<file path="src/rtl/dma_csr_pkg.sv">
package dma_csr_pkg;
  localparam int NUM_RINGS = 8;
  localparam int RING_W    = $clog2(NUM_RINGS);
  localparam int DW        = 32;
  localparam int IDX_W     = 10;

  typedef enum logic [3:0] {
    K_NONE, K_EVENT, K_MASK, K_CTRL, K_CMD, K_ID,
    K_TXSTAT, K_RXSTAT, K_TXBASE, K_TXPTR, K_RXBASE, K_RXPTR
  } reg_kind_e;

  typedef enum logic [2:0] {
    ACC_UNKNOWN, ACC_RW, ACC_WO, ACC_W1C, ACC_RO
  } acc_e;

  typedef struct packed {
    reg_kind_e          kind;
    acc_e               acc;
    logic [RING_W-1:0]  ring;
  } dec_t;

  function automatic acc_e acc_of(reg_kind_e k);
    case (k)
      K_EVENT, K_TXSTAT, K_RXSTAT:                 return ACC_W1C;
      K_MASK, K_CTRL, K_TXBASE, K_TXPTR,
      K_RXBASE, K_RXPTR:                           return ACC_RW;
      K_CMD:                                       return ACC_WO;
      K_ID:                                        return ACC_RO;
      default:                                     return ACC_UNKNOWN;
    endcase
  endfunction
endpackage

</file>
<file path="src/rtl/dma_csr_decode.sv">
module dma_csr_decode
  import dma_csr_pkg::*;
(
  input  logic [IDX_W-1:0] widx,
  output dec_t             dec
);
  localparam int GRP_W = IDX_W - RING_W;

  reg_kind_e kind;

  always_comb begin
    kind = K_NONE;
    case (widx[IDX_W-1:RING_W])
      GRP_W'(0): begin
        case (widx[RING_W-1:0])
          RING_W'(0): kind = K_EVENT;
          RING_W'(1): kind = K_MASK;
          RING_W'(2): kind = K_CTRL;
          RING_W'(3): kind = K_CMD;
          RING_W'(4): kind = K_ID;
          default:    kind = K_NONE;
        endcase
      end
      GRP_W'(1): begin
        case (widx[RING_W-1:0])
          RING_W'(0): kind = K_TXSTAT;
          RING_W'(1): kind = K_RXSTAT;
          default:    kind = K_NONE;
        endcase
      end
      GRP_W'(8):  kind = K_TXBASE;
      GRP_W'(9):  kind = K_TXPTR;
      GRP_W'(10): kind = K_RXBASE;
      GRP_W'(11): kind = K_RXPTR;
      default:    kind = K_NONE;
    endcase
  end

  assign dec.kind = kind;
  assign dec.acc  = acc_of(kind);
  assign dec.ring = widx[RING_W-1:0];
endmodule

</file>
<file path="src/rtl/dma_csr_rings.sv">
module dma_csr_rings #(
  parameter int N      = 8,
  parameter int W      = 32,
  parameter int ALIGN  = 3,
  localparam int SEL_W = $clog2(N)
) (
  input  logic                clk,
  input  logic                rst_n,
  input  logic                base_we,
  input  logic                ptr_we,
  input  logic [SEL_W-1:0]    sel,
  input  logic [W-1:0]        wdata,
  output logic [N-1:0][W-1:0] base_q,
  output logic [N-1:0][W-1:0] ptr_q
);
  logic [W-1:0] aligned;
  assign aligned = {wdata[W-1:ALIGN], {ALIGN{1'b0}}};

  for (genvar r = 0; r < N; r++) begin : g_ring
    always_ff @(posedge clk) begin
      if (!rst_n) begin
        base_q[r] <= '0;
        ptr_q[r]  <= '0;
      end else if (base_we && sel == SEL_W'(r)) begin
        base_q[r] <= aligned;
        ptr_q[r]  <= aligned;
      end else if (ptr_we && sel == SEL_W'(r)) begin
        ptr_q[r]  <= wdata;
      end
    end
  end

  assert_ptr_mirror_R6: assert property (@(posedge clk) disable iff (!rst_n)
    $past(base_we) |-> ptr_q[$past(sel)] == base_q[$past(sel)]);
  assert_base_aligned_R6: assert property (@(posedge clk) disable iff (!rst_n)
    $past(base_we) |-> base_q[$past(sel)][ALIGN-1:0] == '0);
endmodule

</file>
<file path="src/rtl/dma_csr_irq.sv">
module dma_csr_irq #(
  parameter int          W       = 32,
  parameter logic [W-1:0] TX_GRP  = 32'h0000_00FF,
  parameter logic [W-1:0] RX_GRP  = 32'h0000_FF00,
  parameter logic [W-1:0] ERR_GRP = 32'hFFFF_0000
) (
  input  logic         clk,
  input  logic         rst_n,
  input  logic [W-1:0] event_q,
  input  logic [W-1:0] mask_q,
  output logic         irq_tx,
  output logic         irq_rx,
  output logic         irq_err
);
  logic [W-1:0] active;
  assign active = event_q & mask_q;

  always_ff @(posedge clk) begin
    if (!rst_n) begin
      irq_tx  <= 1'b0;
      irq_rx  <= 1'b0;
      irq_err <= 1'b0;
    end else begin
      irq_tx  <= |(active & TX_GRP);
      irq_rx  <= |(active & RX_GRP);
      irq_err <= |(active & ERR_GRP);
    end
  end
endmodule

</file>
<file path="src/rtl/dma_csr_bank.sv">
module dma_csr_bank
  import dma_csr_pkg::*;
#(
  parameter logic [31:0] ID_VALUE = 32'h0DA0_0001,
  parameter logic [31:0] TX_GRP   = 32'h0000_00FF,
  parameter logic [31:0] RX_GRP   = 32'h0000_FF00,
  parameter logic [31:0] ERR_GRP  = 32'hFFFF_0000
) (
  input  logic                 clk,
  input  logic                 rst_n,
  input  logic                 csr_wr,
  input  logic [IDX_W-1:0]     csr_addr,
  input  logic [DW-1:0]        csr_wdata,
  output logic [DW-1:0]        csr_rdata,
  input  logic [DW-1:0]        evt_set,
  input  logic [NUM_RINGS-1:0] tx_halt_set,
  input  logic [NUM_RINGS-1:0] rx_halt_set,
  output logic                 irq_tx,
  output logic                 irq_rx,
  output logic                 irq_err,
  output logic [NUM_RINGS-1:0] tx_kick,
  output logic [NUM_RINGS-1:0] rx_kick,
  output logic [DW-1:0]        cmd_word,
  output logic [DW-1:0]        ctrl_word
);
  localparam int TX_TOP = DW - 1;
  localparam int RX_TOP = DW - 1 - NUM_RINGS;

  dec_t dec;
  dma_csr_decode u_dec (.widx(csr_addr), .dec(dec));

  logic                 wr_store, wr_event, wr_txstat, wr_rxstat;
  logic [DW-1:0]        event_q, mask_q, ctrl_q, cmd_q;
  logic [NUM_RINGS-1:0] txh_q, rxh_q, tx_clr, rx_clr;
  logic [DW-1:0]        tx_view, rx_view;

  assign wr_store  = csr_wr && (dec.acc == ACC_RW || dec.acc == ACC_WO);
  assign wr_event  = csr_wr && dec.kind == K_EVENT;
  assign wr_txstat = csr_wr && dec.kind == K_TXSTAT;
  assign wr_rxstat = csr_wr && dec.kind == K_RXSTAT;

  // halt flag bit placement: ring i sits at TX_TOP-i and RX_TOP-i
  for (genvar i = 0; i < NUM_RINGS; i++) begin : g_map
    assign tx_clr[i]          = wr_txstat & csr_wdata[TX_TOP-i];
    assign rx_clr[i]          = wr_rxstat & csr_wdata[RX_TOP-i];
    assign tx_view[TX_TOP-i]  = txh_q[i];
    assign rx_view[RX_TOP-i]  = rxh_q[i];
  end
  assign tx_view[TX_TOP-NUM_RINGS:0] = '0;
  assign rx_view[DW-1:RX_TOP+1]      = '0;
  assign rx_view[RX_TOP-NUM_RINGS:0] = '0;

  always_ff @(posedge clk) begin
    if (!rst_n) begin
      event_q <= '0;
      mask_q  <= '0;
      ctrl_q  <= '0;
      cmd_q   <= '0;
      txh_q   <= '0;
      rxh_q   <= '0;
      tx_kick <= '0;
      rx_kick <= '0;
    end else begin
      event_q <= (event_q & ~(wr_event ? csr_wdata : '0)) | evt_set;
      if (wr_store && dec.kind == K_MASK) mask_q <= csr_wdata;
      if (wr_store && dec.kind == K_CTRL) ctrl_q <= csr_wdata;
      if (wr_store && dec.kind == K_CMD)  cmd_q  <= csr_wdata;
      txh_q   <= (txh_q & ~tx_clr) | tx_halt_set;
      rxh_q   <= (rxh_q & ~rx_clr) | rx_halt_set;
      tx_kick <= tx_clr;
      rx_kick <= rx_clr & ~rxh_q;
    end
  end

  logic [NUM_RINGS-1:0][DW-1:0] tx_base, tx_ptr, rx_base, rx_ptr;

  dma_csr_rings #(.N(NUM_RINGS), .W(DW), .ALIGN(3)) u_tx_rings (
    .clk(clk), .rst_n(rst_n),
    .base_we(csr_wr && dec.kind == K_TXBASE),
    .ptr_we(csr_wr && dec.kind == K_TXPTR),
    .sel(dec.ring), .wdata(csr_wdata),
    .base_q(tx_base), .ptr_q(tx_ptr));

  dma_csr_rings #(.N(NUM_RINGS), .W(DW), .ALIGN(3)) u_rx_rings (
    .clk(clk), .rst_n(rst_n),
    .base_we(csr_wr && dec.kind == K_RXBASE),
    .ptr_we(csr_wr && dec.kind == K_RXPTR),
    .sel(dec.ring), .wdata(csr_wdata),
    .base_q(rx_base), .ptr_q(rx_ptr));

  dma_csr_irq #(.W(DW), .TX_GRP(TX_GRP), .RX_GRP(RX_GRP), .ERR_GRP(ERR_GRP)) u_irq (
    .clk(clk), .rst_n(rst_n), .event_q(event_q), .mask_q(mask_q),
    .irq_tx(irq_tx), .irq_rx(irq_rx), .irq_err(irq_err));

  always_comb begin
    case (dec.kind)
      K_EVENT:  csr_rdata = event_q;
      K_MASK:   csr_rdata = mask_q;
      K_CTRL:   csr_rdata = ctrl_q;
      K_ID:     csr_rdata = ID_VALUE;
      K_TXSTAT: csr_rdata = tx_view;
      K_RXSTAT: csr_rdata = rx_view;
      K_TXBASE: csr_rdata = tx_base[dec.ring];
      K_TXPTR:  csr_rdata = tx_ptr[dec.ring];
      K_RXBASE: csr_rdata = rx_base[dec.ring];
      K_RXPTR:  csr_rdata = rx_ptr[dec.ring];
      default:  csr_rdata = '0;
    endcase
    if (dec.acc == ACC_WO) csr_rdata = '0;
  end

  assign cmd_word  = cmd_q;
  assign ctrl_word = ctrl_q;

  assert_set_wins_R4: assert property (@(posedge clk) disable iff (!rst_n)
    $past(evt_set) != '0 |-> (event_q & $past(evt_set)) == $past(evt_set));
  assert_tx_kick_src_R7: assert property (@(posedge clk) disable iff (!rst_n)
    tx_kick != '0 |-> $past(csr_wr && dec.kind == K_TXSTAT));
  assert_tx_flag_set_R7: assert property (@(posedge clk) disable iff (!rst_n)
    $past(tx_halt_set) != '0 |-> (txh_q & $past(tx_halt_set)) == $past(tx_halt_set));
  assert_rx_kick_clear_R8: assert property (@(posedge clk) disable iff (!rst_n)
    (rx_kick & $past(rxh_q)) == '0);
  assert_irq_cause_R5: assert property (@(posedge clk) disable iff (!rst_n)
    (irq_tx || irq_rx || irq_err) |-> $past((event_q & mask_q) != '0));
endmodule

</file>
<file path="config.mk">
export PLATFORM = sky130hd
export DESIGN_NAME = dma_csr_bank
export DESIGN_NICKNAME = d
export VERILOG_FILES = /design/src/rtl/dma_csr_pkg.sv /design/src/rtl/dma_csr_decode.sv /design/src/rtl/dma_csr_rings.sv /design/src/rtl/dma_csr_irq.sv /design/src/rtl/dma_csr_bank.sv
export SDC_FILE = /design/constraint.sdc
export NUM_CORES = 2
export LEC_CHECK = 0
export ABC_AREA = 0
export BUFFER_PORTS_ARGS = -buffer_cell sky130_fd_sc_hd__buf_2
export CORE_MARGIN = 3
export CORE_UTILIZATION = 62
export CTS_CLUSTER_SIZE = 8
export DETAILED_ROUTE_END_ITERATION = 7
export PLACE_DENSITY = 0.83
export SYNTH_ARGS = -nofsm -noshare
export SYNTH_HDL_FRONTEND = slang
export SYNTH_SLANG_ARGS = --single-unit
</file>
<file path="constraint.sdc">
create_clock -name clk -period 3.9 [get_ports clk]
set_input_delay 0.78 -clock clk [delete_from_list [all_inputs] [get_ports clk]]
set_output_delay 0.78 -clock clk [all_outputs]
set_load 0.01 [all_outputs]
</file>
=== Word level (Yosys, flattened, before mapping) ===
Memory sizes are Yosys's and may differ from the RTL's.
Cells that the tools add are included.

* $lt $le $gt $ge: 1
* Eq/ne operators: 25
* Multiplexer cells: 46
* Bitwise operators: 29
* Reductions and logical operators: 81

{| class="wikitable"
|+ Operators with widths
! operator !! count
|-
| 32-bit two-way mux || 38
|-
| 32-bit binary-select mux with 3-bit select || 4
|-
| 32-bit one-hot mux with 10 select lines || 1
|-
| 32-bit bitwise AND || 2
|-
| 1-bit logical AND || 43
|-
| 32-bit NOT || 1
|-
| 32-bit OR || 1
|-
| 2-bit nonzero test || 16
|-
| 2-bit OR reduction || 16
|-
| 7-bit by 4-bit == test with 1-bit output (second input constant) || 4
|-
| 8-bit bitwise AND || 3
|-
| 8-bit NOT || 3
|-
| 4-bit one-hot mux with 6 select lines || 1
|-
| 1-bit bitwise AND || 16
|-
| 4-bit by 3-bit == test with 1-bit output (second input constant) || 4
|-
| 4-bit == test (second input constant) || 4
|-
| 8-bit OR || 2
|-
| 16-bit OR reduction || 1
|-
| 8-bit OR reduction || 2
|-
| 3-bit one-hot mux with 5 select lines || 1
|-
| 3-bit == test (second input constant) || 4
|-
| 3-bit by 2-bit == test with 1-bit output (second input constant) || 3
|-
| 4-bit by 2-bit == test with 1-bit output (second input constant) || 2
|-
| 7-bit by 1-bit == test with 1-bit output (second input constant) || 1
|-
| 8 further kinds || 9
|}

* Register bits: 1139
* Bits in read-only memories: 48
* Input port bits: 93
* Output and inout port bits: 115
* Word-level logic and storage cells: 242
* Memories: 1

{| class="wikitable"
|+ Memories
! memory !! depth !! width !! rd ports !! clocked after Yosys merged registers in !! wr ports !! line !! RTL
|-
| (name not given) || 16 || 3 || 1 || 0 || 0 || dma_csr_pkg.sv:23 || <nowiki>case (k)</nowiki>
|}

=== Longest topological paths before layout ===
* Depth in word-level cells: 9
* Gate-level depth with buffers: 12

=== Modules after synthesis ===
A second synthesis with hierarchy kept.

* Cell total of the unflattened synthesis: 5516
* Area total of the unflattened synthesis: 52101.2 um2

{| class="wikitable"
|+ By module, submodules not included
! module !! instances !! cells each !! area an instance (um2) !! seq. area each (um2)
|-
| dma_csr_rings || 2 || 1969 || 18159.9 || 9769.4
|-
| dma_csr_bank || 1 || 1522 || 15352.2 || 3203.1
|-
| dma_csr_irq || 1 || 24 || 227.7 || 60.1
|-
| dma_csr_decode || 1 || 32 || 201.4 || 0.0
|}

=== Worst setup path before layout ===
OpenSTA, ideal clock, no wires.

* Kind: input to output
* Start: in csr_addr[0]
* End: out csr_rdata[26]
* Arrival time: 2.872 ns
* Data required time: 3.120 ns
* Path slack: 0.248 ns
* Cell stages on the path: 10
* Buffers on the path: 5
* Cell sequence: buf_4 buf_4 buf_2 buf_2 buf_2 mux4_2 nand2_1 a21oi_1 a2111oi_0 o221ai_1

* Word-level cells in the longest chain between the ends: 6
* Elaborated cells between the ends (all ways): 30
* Classes of those cells: 15 x eq/ne; 13 x mux; 1 x reduce/logical; 1 x memory

{| class="wikitable"
|+ Ends and longest elaborated chain
! item !! line !! RTL
|-
| start, declared || dma_csr_bank.sv:12 || <nowiki>input logic [IDX_W-1:0] csr_addr,</nowiki>
|-
| 3-bit == test, or another cell as far along || dma_csr_decode.sv:15 || <nowiki>case (widx[RING_W-1:0])</nowiki>
|-
| 3-bit one-hot mux with 5 select lines / 3-bit one-hot mux with 2 select lines (equally long branches) || dma_csr_decode.sv:15, dma_csr_decode.sv:25 ||
|-
| 4-bit one-hot mux with 6 select lines || dma_csr_decode.sv:13 || <nowiki>case (widx[IDX_W-1:RING_W])</nowiki>
|-
| memory read 16 x 3 bit, or another cell as far along || -- ||
|-
| 3-bit by 2-bit == test with 1-bit output / 32-bit one-hot mux with 10 select lines (equally long branches) || dma_csr_bank.sv:109, dma_csr_bank.sv:96 ||
|-
| 32-bit two-way mux * || dma_csr_bank.sv:109 || <nowiki>if (dec.acc == ACC_WO) csr_rdata = '0;</nowiki>
|-
| end, declared || dma_csr_bank.sv:14 || <nowiki>output logic [DW-1:0] csr_rdata,</nowiki>
|}

Mark *: on every way between the ends. The rest lies on a longest branch, timed or not. The select of a mux whose other input is x is not followed.

=== Worst setup path after layout ===
* Start: in csr_addr[5]
* End: out csr_rdata[12]

* Word-level cells in the longest chain between the ends: 5
* Elaborated cells between the ends (all ways): 21
* Classes of those cells: 16 x eq/ne; 3 x mux; 1 x reduce/logical; 1 x memory

{| class="wikitable"
|+ Ends and longest elaborated chain
! item !! line
|-
| 7-bit by 4-bit == test with 1-bit output, or another cell as far along || dma_csr_decode.sv:13
|-
| 4-bit one-hot mux with 6 select lines * || dma_csr_decode.sv:13
|-
| memory read 16 x 3 bit, or another cell as far along || --
|-
| 3-bit by 2-bit == test with 1-bit output / 32-bit one-hot mux with 10 select lines (equally long branches) || dma_csr_bank.sv:109, dma_csr_bank.sv:96
|-
| 32-bit two-way mux * || dma_csr_bank.sv:109
|}

Mark *: on every way between the ends. The rest lies on a longest branch, timed or not.

==> results_dict.tcl <==
set metrics [dict create \
    layout_common_cells "nand2_1 (2181), dfxtp_1 (1139), a21oi_1 (1088), mux4_2 (263), buf_4 (251)" \
    path_common_cell "buf_2" \
    synth_ff_type "dfxtp_1" \
    synth_seq_area_share_pct 46.8 \
    grt_max_degree 123 \
    wl_um 184000 \
    postSynthCellCount 5829 \
    placement_rows 102 \
    cp-end-kind "output port" \
    drcViolationCount 0 \
    period_share_pct 102 \
    p_leak_nw 19.6 \
    die-area_sq_um 82000 \
    fin_nets 6056 \
    synth_edf_count 0 \
    skew_ps 26.5 \
    synth_nets 5922 \
    setup_violations 7 \
    drt_iter0_markers 7589 \
    arrival_ps 3210 \
    path_clk_slew_ps 50 \
    vias_per_cell 6.73 \
    powerDensity_nw_per_um2 448 \
    routedWlPerCell_um 26.2 \
    violations "setup timing" \
    io_buffers 207 \
    synth_seq_cells 1139 \
    cts_made_buffers 160 \
    startpoint_type "input port" \
    track_usage_pct 43.5 \
    period_minus_slack_ps 3990 \
    synth_area_leaders "dfxtp_1 (47%), nand2_1 (17%), mux4_2 (12%)" \
    status "finished, violations left" \
    die_height_um 286 \
    yosys_warnings 0 \
    clock-sinks 1139 \
    crit_slowest_cell "or4_4" \
    grt_pass1_vias 45500 \
    setup_ws_ps -92.5 \
    dpl.hpwl_um 115000 \
    instances_no_fill 7027 \
    cp_max_fo 7 \
    worst_slew_pin_slew_ps 1310 \
    post-route-util_pct 73.3 \
    htreeDepth 4 \
    fillers 5189 \
    yosys.area.top_type "dfxtp_1" \
    place_congestion 1.04 \
    cap_violations 0 \
    overflow 0 \
    cp_slowest_stage_delay_ps 660 \
    mostFrequentLayoutCell "nand2_1" \
    grt_first_pass_wirelength_um 272000 \
    critical_path_class "input port to output port" \
    async_flop_share_pct 0 \
    power_mw 25.5 \
    hold_viol_final 0 \
    die_w_um 286 \
    dpl_worst_slack_ps -262 \
    max-clock-path-buffers 3 \
    max_slew_margin_pct 12.7 \
    antenna_found_initial 13 \
    drt-pass1-iter-count 8 \
    worstPathCellList "buf_2 > or4_4 > nor2_1 > nand3_1 > o22ai_1 > a221oi_2 > buf_4 > nand2_1 > buf_2" \
    place_inst 6832 \
    start_util_pct 62.7 \
    clock_latency_ps 760 \
    syn_area_sq_um 48700 \
    slew_viol_final 0 \
    syn2layout_area_growth_pct 16.8 \
    fmax_mhz 250 \
    yosys.cell_types.count 78 \
    irDropWorstVdd_v 0.000445 \
    via_count 47300 \
    drive_gt1_share_pct 17.9 \
    netlist.area_leader.share_pct 46.8 \
    tritoncts "built" \
    postRouteAntennaNets 0 \
    syn_avg_cell_area_sq_um 8.36 \
    pin_count 208 \
    cts_root_buffer "clkbuf_16" \
    whs_ps 213 \
    crit_required_ps 3120 \
    postCtsHoldBufs 0 \
    hp-class "input port to flop" \
    design.core.area_sq_um 77700 \
]
[sequential cells by signal (all words and copies together) (netlist names), 8 cells and up]
signal	count
rx_kick	8
rxh_q	8
u_rx_rings.base_q	232
cmd_word	32
u_tx_rings.ptr_q	256
ctrl_word	32
txh_q	8
mask_q	32
u_tx_rings.base_q	232
u_rx_rings.ptr_q	256
tx_kick	8
event_q	32
[worst max-delay path, delay by kind of cell]
family,cells,cell delay (ps)
AOI/OAI and AO/OA,2,640
buffers and inverters,3,430
and+or+nand+nor,4,1350
[Yosys cell counts, types with 17 or more instances]
library cell  number
buf_1             39
a32oi_1           29
buf_4             17
a21oi_1         1094
a21boi_0          32
inv_1             19
dfxtp_1         1139
clkbuf_1         343
mux2i_1           70
nor2_1           119
mux4_2           263
a22oi_1           24
o21a_1            33
nand3_1           50
nand2_1         2187
buf_2            174
o21ai_0           19
[report_power, final]
group	internal [mW]	total, mW	switching [mW]
Clock	7.36	12.5	5.16
Combinational	0.366	1.23	0.869
Sequential	11.7	11.8	0.0516
Total	19.4	25.5	6.08
[cells by family after synthesis]
| family | after synthesis | synth area share [%] |
|---|---|---|
| buffers and inverters | 594 | 5.17 |
| and+or+nand+nor | 2431 | 19.4 |
| DFF | 1139 | 46.8 |
| AOI/OAI and AO/OA | 1327 | 15.0 |
| muxes | 338 | 13.7 |
[timing repair]
action                     4_1_cts  5_1_grt
setup buffers                    0        7
gates resized for setup         15       29
cloned                           0        3
pin swaps                        1        7
setup endpoints to repair       25       21
[through the flow]
stage / area (sq um) / setup TNS (ps)
after floorplan: 48700 / 0
after global placement: 52300 / -3090
after detailed placement: 52300 / -3160
final: 57000 / -215
after global routing: 56900 / -118
after CTS: 56700 / 0
[area by class of cell]
| cell class | count | area [sq um] | area share [%] |
|---|---|---|---|
| diodes | 7 | 17.5 | 0.0308 |
| inverters | 20 | 83.8 | 0.147 |
| multi-input cells | 4096 | 23600 | 41.5 |
| clock inverters | 14 | 332 | 0.582 |
| clock buffers | 165 | 4050 | 7.12 |
| flip-flops and latches | 1139 | 22800 | 40.0 |
| well taps | 1040 | 1300 | 2.28 |
| repair buffers | 546 | 4730 | 8.31 |
[per-layer routing]
metal	global-route usage, %	up-vias	part of all wire (%)
li1	-	19900	-
met1	53.3	22200	34
met2	65.9	4214	44
met3	13.4	974	15
met4	30.0	8	7.7
met5	0	-	0.028
[path summary, 6_finish.rpt]
check,from,to,slack [ps],cells after the start
setup / recovery,csr_addr[5],csr_rdata[12],-90,9
hold / removal,evt_set[12],event_q[12],210,2
setup reg to reg,event_q[30],u_irq.irq_err,2730,4
hold reg to reg,cmd_word[24],cmd_word[24],450,2
Power figures use the tool's default switching activity.
